### src/rtl/buck_mode_pkg.sv
package buck_mode_pkg;

  localparam int CODE_W = 4;

  typedef enum logic [1:0] {
    MD_OFF = 2'd0,
    MD_PFM = 2'd1,
    MD_APS = 2'd2,
    MD_PWM = 2'd3
  } sw_mode_e;

  typedef enum logic [2:0] {
    ST_OFF,
    ST_SS_PFM,
    ST_SS_APS,
    ST_SS_PWM,
    ST_SETTLE,
    ST_RUN
  } seq_state_e;

  typedef struct packed {
    logic     valid;
    sw_mode_e mode;
  } decode_t;

  // Map a mode code to a target under normal or standby decoding.
  function automatic decode_t decode_code(input logic [CODE_W-1:0] code,
                                          input logic stby);
    decode_t d;
    d.valid = 1'b1;
    d.mode  = MD_OFF;
    case (code)
      4'b0000: d.mode = MD_OFF;
      4'b0001: d.mode = stby ? MD_OFF : MD_PWM;
      4'b0011: d.mode = stby ? MD_OFF : MD_PFM;
      default: d.valid = 1'b0;
    endcase
    return d;
  endfunction

endpackage

### src/rtl/cycle_timer.sv
module cycle_timer #(
  parameter int CNT_W = 8
) (
  input  logic             clk,
  input  logic             rst_n,
  input  logic             clr,
  output logic [CNT_W-1:0] cnt
);

  localparam logic [CNT_W-1:0] CNT_MAX = {CNT_W{1'b1}};

  always_ff @(posedge clk) begin
    if (!rst_n || clr)
      cnt <= '0;
    else if (cnt != CNT_MAX)
      cnt <= cnt + 1'b1;
  end

endmodule

### src/rtl/mode_code_reg.sv
module mode_code_reg
  import buck_mode_pkg::*;
(
  input  logic              clk,
  input  logic              rst_n,
  input  logic              seq_rst,
  input  logic [CODE_W-1:0] pwr_default,
  input  logic              wr_en,
  input  logic [CODE_W-1:0] wr_code,
  input  logic              standby,
  input  logic              err_clr,
  output sw_mode_e          target,
  output logic              code_err
);

  logic [CODE_W-1:0] code_q;
  decode_t           dec;

  always_comb dec = decode_code(code_q, standby);

  always_ff @(posedge clk) begin
    if (!rst_n) begin
      code_q   <= pwr_default;
      target   <= MD_OFF;
      code_err <= 1'b0;
    end else begin
      if (seq_rst)
        code_q <= pwr_default;
      else if (wr_en)
        code_q <= wr_code;
      if (dec.valid)
        target <= dec.mode;
      code_err <= !dec.valid || (code_err && !err_clr);
    end
  end

endmodule

### src/rtl/softstart_seq.sv
module softstart_seq
  import buck_mode_pkg::*;
#(
  parameter int STEP_CYC   = 32,
  parameter int SETTLE_CYC = 96000
) (
  input  logic     clk,
  input  logic     rst_n,
  input  logic     enable,
  input  logic     reg_ok,
  input  sw_mode_e target,
  output sw_mode_e mode,
  output logic     discharge
);

  localparam int LONGEST = (STEP_CYC > SETTLE_CYC) ? STEP_CYC : SETTLE_CYC;
  localparam int CNT_W   = $clog2(LONGEST + 1);
  localparam logic [CNT_W-1:0] STEP_LAST   = CNT_W'(STEP_CYC - 1);
  localparam logic [CNT_W-1:0] SETTLE_LAST = CNT_W'(SETTLE_CYC - 1);

  seq_state_e       state, nxt;
  logic [CNT_W-1:0] cnt;
  logic             step_done, settle_done, tgt_off, leave;

  cycle_timer #(.CNT_W(CNT_W)) timer_i (
    .clk   (clk),
    .rst_n (rst_n),
    .clr   (leave),
    .cnt   (cnt)
  );

  assign step_done   = (cnt == STEP_LAST);
  assign settle_done = (cnt == SETTLE_LAST);
  assign tgt_off     = (target == MD_OFF);

  always_comb begin
    nxt = state;
    if (!enable) begin
      nxt = ST_OFF;
    end else begin
      case (state)
        ST_OFF:    if (!tgt_off) nxt = ST_SS_PFM;
        ST_SS_PFM: if (tgt_off) nxt = ST_OFF;
                   else if (step_done) nxt = ST_SS_APS;
        ST_SS_APS: if (tgt_off) nxt = ST_OFF;
                   else if (step_done) nxt = ST_SS_PWM;
        ST_SS_PWM: if (tgt_off) nxt = ST_OFF;
                   else if (reg_ok) nxt = ST_SETTLE;
        ST_SETTLE: if (tgt_off) nxt = ST_OFF;
                   else if (!reg_ok) nxt = ST_SS_PWM;
                   else if (settle_done) nxt = ST_RUN;
        ST_RUN:    if (tgt_off) nxt = ST_OFF;
        default:   nxt = ST_OFF;
      endcase
    end
  end

  assign leave = (nxt != state);

  always_ff @(posedge clk) begin
    if (!rst_n) state <= ST_OFF;
    else        state <= nxt;
  end

  always_comb begin
    case (state)
      ST_SS_PFM: mode = MD_PFM;
      ST_SS_APS: mode = MD_APS;
      ST_SS_PWM: mode = MD_PWM;
      ST_SETTLE: mode = MD_APS;
      ST_RUN:    mode = target;
      default:   mode = MD_OFF;
    endcase
  end

  assign discharge = (state == ST_OFF) || (state == ST_RUN && tgt_off);

endmodule

### src/rtl/buck_mode_ctrl.sv
module buck_mode_ctrl
  import buck_mode_pkg::*;
#(
  parameter int STEP_CYC   = 32,
  parameter int SETTLE_CYC = 96000
) (
  input  logic       clk,
  input  logic       rst_n,
  input  logic       seq_rst,
  input  logic [3:0] pwr_default,
  input  logic       wr_en,
  input  logic [3:0] wr_code,
  input  logic       standby,
  input  logic       enable,
  input  logic       reg_ok,
  input  logic       err_clr,
  output logic [1:0] mode,
  output logic       discharge,
  output logic       code_err
);

  sw_mode_e target, mode_e;

  mode_code_reg code_i (
    .clk         (clk),
    .rst_n       (rst_n),
    .seq_rst     (seq_rst),
    .pwr_default (pwr_default),
    .wr_en       (wr_en),
    .wr_code     (wr_code),
    .standby     (standby),
    .err_clr     (err_clr),
    .target      (target),
    .code_err    (code_err)
  );

  softstart_seq #(
    .STEP_CYC   (STEP_CYC),
    .SETTLE_CYC (SETTLE_CYC)
  ) seq_i (
    .clk       (clk),
    .rst_n     (rst_n),
    .enable    (enable),
    .reg_ok    (reg_ok),
    .target    (target),
    .mode      (mode_e),
    .discharge (discharge)
  );

  assign mode = mode_e;

endmodule

### config.mk
export PLATFORM = sky130hd
export DESIGN_NAME = buck_mode_ctrl
export DESIGN_NICKNAME = d
export VERILOG_FILES = /design/src/rtl/buck_mode_pkg.sv /design/src/rtl/cycle_timer.sv /design/src/rtl/mode_code_reg.sv /design/src/rtl/softstart_seq.sv /design/src/rtl/buck_mode_ctrl.sv
export SDC_FILE = /design/constraint.sdc
export NUM_CORES = 1
export LEC_CHECK = 0
export BUFFER_PORTS_ARGS = -buffer_cell sky130_fd_sc_hd__buf_2
export CORE_MARGIN = 1
export CORE_UTILIZATION = 25
export CTS_CLUSTER_DIAMETER = 200
export CTS_CLUSTER_SIZE = 12
export DETAILED_ROUTE_END_ITERATION = 7
export GPL_TIMING_DRIVEN = 0
export PLACE_DENSITY_LB_ADDON = 0.08
export SLEW_MARGIN = 0
export SYNTH_ARGS = -nofsm -noshare
export SYNTH_HDL_FRONTEND = slang
export SYNTH_SLANG_ARGS = --single-unit
### constraint.sdc
create_clock -name clk -period 7.1 [get_ports clk]
set_input_delay 1.42 -clock clk [delete_from_list [all_inputs] [get_ports clk]]
set_output_delay 1.42 -clock clk [all_outputs]
set_load 0.02 [all_outputs]
== Word-level counts from Yosys, hierarchy flattened ==
Cells that the tools add are included.

* $add $sub $neg: 1
* Multiplexer cells: 21
* Equality and inequality tests: 12
* Reductions and logical operators: 13

{| class="wikitable"
|+ Operator list
! operator !! count
|-
| $mux 3 || 12
|-
| $pmux 3 s6 || 1
|-
| $add 17x1->17 const B || 1
|-
| $eq 17x17->1 const B || 1
|-
| $eq 17x5->1 const B || 1
|-
| $ne 17x17->1 const B || 1
|-
| $mux 4 || 3
|-
| $pmux 2 s4 || 1
|-
| $eq 3x2->1 const B || 2
|-
| $eq 3x3->1 const B || 2
|-
| $eq 4x1->1 const B || 1
|-
| $eq 4x2->1 const B || 1
|-
| $logic_not 4->1 || 1
|-
| $pmux 2 s2 || 1
|-
| $eq 3x1->1 const B || 1
|-
| $logic_not 1->1 || 3
|-
| $logic_not 3->1 || 1
|-
| $logic_or 1x1->1 || 3
|-
| $ne 3x1->1 const B || 1
|-
| $ne 3x3->1 || 1
|-
| $reduce_or 3->1 || 1
|-
| $logic_and 1x1->1 || 2
|-
| $logic_not 2->1 || 1
|-
| $mux 1 || 2
|-
| 2 further kinds || 2
|}

* Input bits: 16
* Bits in registers: 27

== Logic depth before layout (Yosys ltp) ==
* Depth after elaboration: 8
* Depth in mapped cells: 10
* Mapped depth without buffers: 9

== Modules after synthesis ==
From an unflattened synthesis, not the netlist that was laid out.

* Cells, all modules: 175
* Area, all modules: 1616.6 µm²

{| class="wikitable"
|+ By module, submodules not included
! module !! instances !! cells each !! area an instance (µm²) !! sequential area each (µm²)
|-
| cycle_timer || 1 || 93 || 868.3 || 340.3
|-
| softstart_seq || 1 || 59 || 414.1 || 60.1
|-
| mode_code_reg || 1 || 23 || 334.1 || 180.2
|}

== Least setup slack after synthesis ==
No wires, ideal clock.

* Path type: reg2out
* Start: register seq_i.state[0]
* End: output port discharge
* Required time: 5.680 ns
* Data arrival time: 1.186 ns
* Stages on the path, launching flop included: 5
* Path buffers: 1
* Slack: 4.494 ns
* Cells stage by stage: dfxtp_1 clkbuf_1 nor2b_1 a31oi_1 nor2_1

* Word-level cells in the longest chain between the ends: 3

{| class="wikitable"
|+ RTL lines
! what !! RTL line !! RTL
|-
| start, declared || softstart_seq.sv:21 || <nowiki>seq_state_e state, nxt;</nowiki>
|-
| start signal, assigned || softstart_seq.sv:62 || <nowiki>else state <= nxt;</nowiki>
|-
| $eq 3x3->1 || softstart_seq.sv:76 || <nowiki>assign discharge = (state == ST_OFF) || (state == ST_RUN && tgt_off);</nowiki>
|-
| $logic_and 1x1->1 || softstart_seq.sv:76 ||
|-
| $logic_or 1x1->1 (*) || softstart_seq.sv:76 ||
|-
| end, declared || buck_mode_ctrl.sv:18 || <nowiki>output logic discharge,</nowiki>
|}

Mark *: on every way between the ends. The rest lies on a longest branch, timed or not.

== Final worst setup path ==
Ends and elaborated chain as after synthesis.

==> impl_metrics.yaml <==
cts:
  cts_made_buffers: 3
  cts_setup_buffers: 0
  clk_pin_slew_ns: 0.10
  cts_max_path_buffers: 2
  holdBufCountCts: 0
  clkLatencyLatePin_ns: 0.28
  htreeDepth: 1
  cts-resized-gates: 0
  cts_tree: "done"
  cts.sinks: 27
  cts_root_buf: "clkbuf_8"
placed_design:
  gp_congestion: 0.775
  post-place-ws_ns: 4.24
  detailed_place_hpwl_um: 2750
  io_buffer_count: 18
final_layout:
  fill_cells: 621
  drive_above_1_share_pct: 17.6
  diodes: 0
  syn_to_final_growth_pct: 14.9
  final_cell_mix: "dfxtp_1, buf_2, nand2_1"
  final_nets: 218
  mostFrequentLayoutCell: "dfxtp_1"
global_route:
  grt_pass1_vias: 1345
  antenna_found_initial: 0
  grt_pass1_wl_um: 6370
  grt_max_degree: 15
  grt_usage_pct: 12.8
  overflow: 0
power_and_ir_drop:
  p_int_mw: 0.214
  switchingPower_mw: 0.0706
  switching_share_pct: 24.8
  clockPowerShare_pct: 32.4
  p_seq_share_pct: 58.0
  leakagePower_nw: 0.658
  vdd_ir_drop_max_mv: 0.0713
  power.density_mw_per_mm2: 161
  p_comb_share_pct: 9.6
synth:
  synth_mux_area_share_pct: 4.87
  synth_cell_types: 45
  async_flop_share_pct: 0
  ys_seq_elements: 27
  syn_area_mm2: 0.00154
  synth_adder_area_share_pct: 1.62
  synth_simple_gate_area_share_pct: 33.9
  synth-warning-count: 0
  synth_edf_count: 4
  postSynthAreaPerCell_um2: 8.71
  ys_dominant_reg_cell: "dfxtp_1"
  ys_seq_area_share_pct: 37.7
  syn_inst: 177
  synth_nets: 195
  synth_top_family_by_area: "simple AND/OR/NAND/NOR gates"
  synth-compound-area-share_pct: 10.1
  synthXorXnorAreaFrac_pct: 8.52
drt:
  ant_nets: 0
  drt-vias-per-instance: 4.92
  wl_per_cell_um: 13.2
  firstDrtPassIters: 4
  wl_um: 3630
  drc_errors: 0
  vias: 1347
  drt_iter0_drc: 62
critical_path:
  path_class: "register to primary output"
  path_cells: "clkbuf_1 > nor2b_1 > a31oi_1 > nor2_1 > buf_2"
  crit_path_end_kind: "primary output"
  cp-start-kind: "register"
  crit_path_top_delay_cell: "dfxtp_1"
  cpPeakStageDelay_ns: 0.48
  arrival_ns: 1.69
  worst_ep_required_time_ns: 5.68
  path_max_fanout: 10
timing:
  fin_ws_ns: 3.99
  fin_skew_ns: 0.00344
  fin_crit_ns: 3.11
  drv_slew: 0
  max_freq_mhz: 322
  fin_setup_tns_ns: 0
  timing.hold.ws_ns: 0.497
  finalSetupViolCount: 0
  tightest_slew_ns: 0.764
  slew_headroom_pct: 48.6
  hold_viol: 0
  rsz0062_at_grt: "false"
  final.period_utilization_pct: 43.7
floorplan:
  core_area_mm2: 0.00592
  row_count: 28
  ios: 20
  die_h_um: 80.5
  start_util_pct: 26.0
  die_x_um: 80.5
  die-area_mm2: 0.00648
hold_path:
  hold_path_class: "register to register"
status:
  status: "finished clean"
run:
  maxCapViolCount: 0
-- final cells by class --
type | instances | area (um^2) | share of cell area, %
repair buffers | 18 | 90.1 | 5.09
plain buffers | 7 | 36.3 | 2.05
inverters | 4 | 15.0 | 0.848
flip-flops and latches | 27 | 581 | 32.8
clock buffers | 4 | 45.0 | 2.54
well taps | 75 | 93.8 | 5.30
multi-input cells | 139 | 910 | 51.4
-- Yosys cell counts (2+ instances only) --
cell type	instances	area share, %
inv_1	4	0.97
a21oi_1	5	1.6
nand3_1	5	1.6
mux2_2	4	2.9
nor3_1	3	0.97
nand2b_1	7	2.8
or3_1	2	0.81
nor4_1	11	4.5
nand3b_1	2	0.97
or2_2	2	0.81
xnor2_1	7	4.0
ha_1	2	1.6
mux2i_1	3	1.9
o22ai_1	3	1.2
nor2b_1	5	2.0
buf_2	2	0.65
nor2_1	16	3.9
and2_1	6	2.4
nand4_1	4	1.6
dfxtp_1	23	30
and3_1	4	1.6
edfxtp_1	4	7.8
xor2_1	8	4.5
o21ai_0	4	1.3
clkbuf_1	4	0.97
nand2_1	18	4.4
-- state kept, by name, indices dropped and copies added, names as in the netlist --
register,flops
seq_i.state,3
seq_i.timer_i.cnt,17
code_i.code_err,1
code_i.target,2
code_i.code_q,4
-- routing by layer --
layer | vias up | GRT usage, % | wire length [um]
li1 | 680 | - | -
met1 | 648 | 16.2 | 1750
met2 | 15 | 21.9 | 1780
met3 | 4 | 2.05 | 59
met4 | 0 | 4.29 | 38
met5 | - | 0 | 0
-- power groups by stage --
stage                     combinational, mW  sequential, mW  clock (mW)
after floorplan                      0.0176           0.168           0
after global placement               0.0267           0.169           0
final                                0.0272           0.165      0.0923
after global routing                 0.0309           0.166       0.101
after detailed placement             0.0276           0.169           0
after CTS                            0.0278           0.165      0.0955
-- through the flow --
stage / util, % / power, mW / instances / cell area (um^2)
final: 29.9 / 0.285 / 274 / 1770
after global routing: 29.9 / 0.298 / 274 / 1770
after CTS: 29.9 / 0.289 / 274 / 1770
after detailed placement: 29.1 / 0.196 / 270 / 1730
after global placement: 29.1 / 0.195 / 270 / 1730
after floorplan: - / 0.186 / 177 / 1540
-- cell families (layout without fill, tap and decap cells) --
kind of cell / Yosys count / after routing
compound gates: 23 / 23
xor+xnor: 15 / 15
fa+ha+maj: 2 / 2
buf+inv: 11 / 33
flops: 27 / 27
mux: 7 / 7
simple gates: 92 / 92
-- worst paths after layout --
path | startpoint | endpoint | slack [ns] | cells after the start
min | code_i.target[0] | code_i.target[0] | 0.50 | 2
max reg2reg | seq_i.timer_i.cnt[0] | seq_i.timer_i.cnt[11] | 4.47 | 10
min reg2reg | code_i.target[0] | code_i.target[0] | 0.50 | 2
max | seq_i.state[0] | discharge | 3.99 | 5
-- critical path: cells and delay by family, from the launching register on --
family	cells	cell delay, ns
compound gates	1	0.09
simple gates	2	0.31
flops	1	0.48
buf+inv	2	0.54
Power figures use the tool's default switching activity.
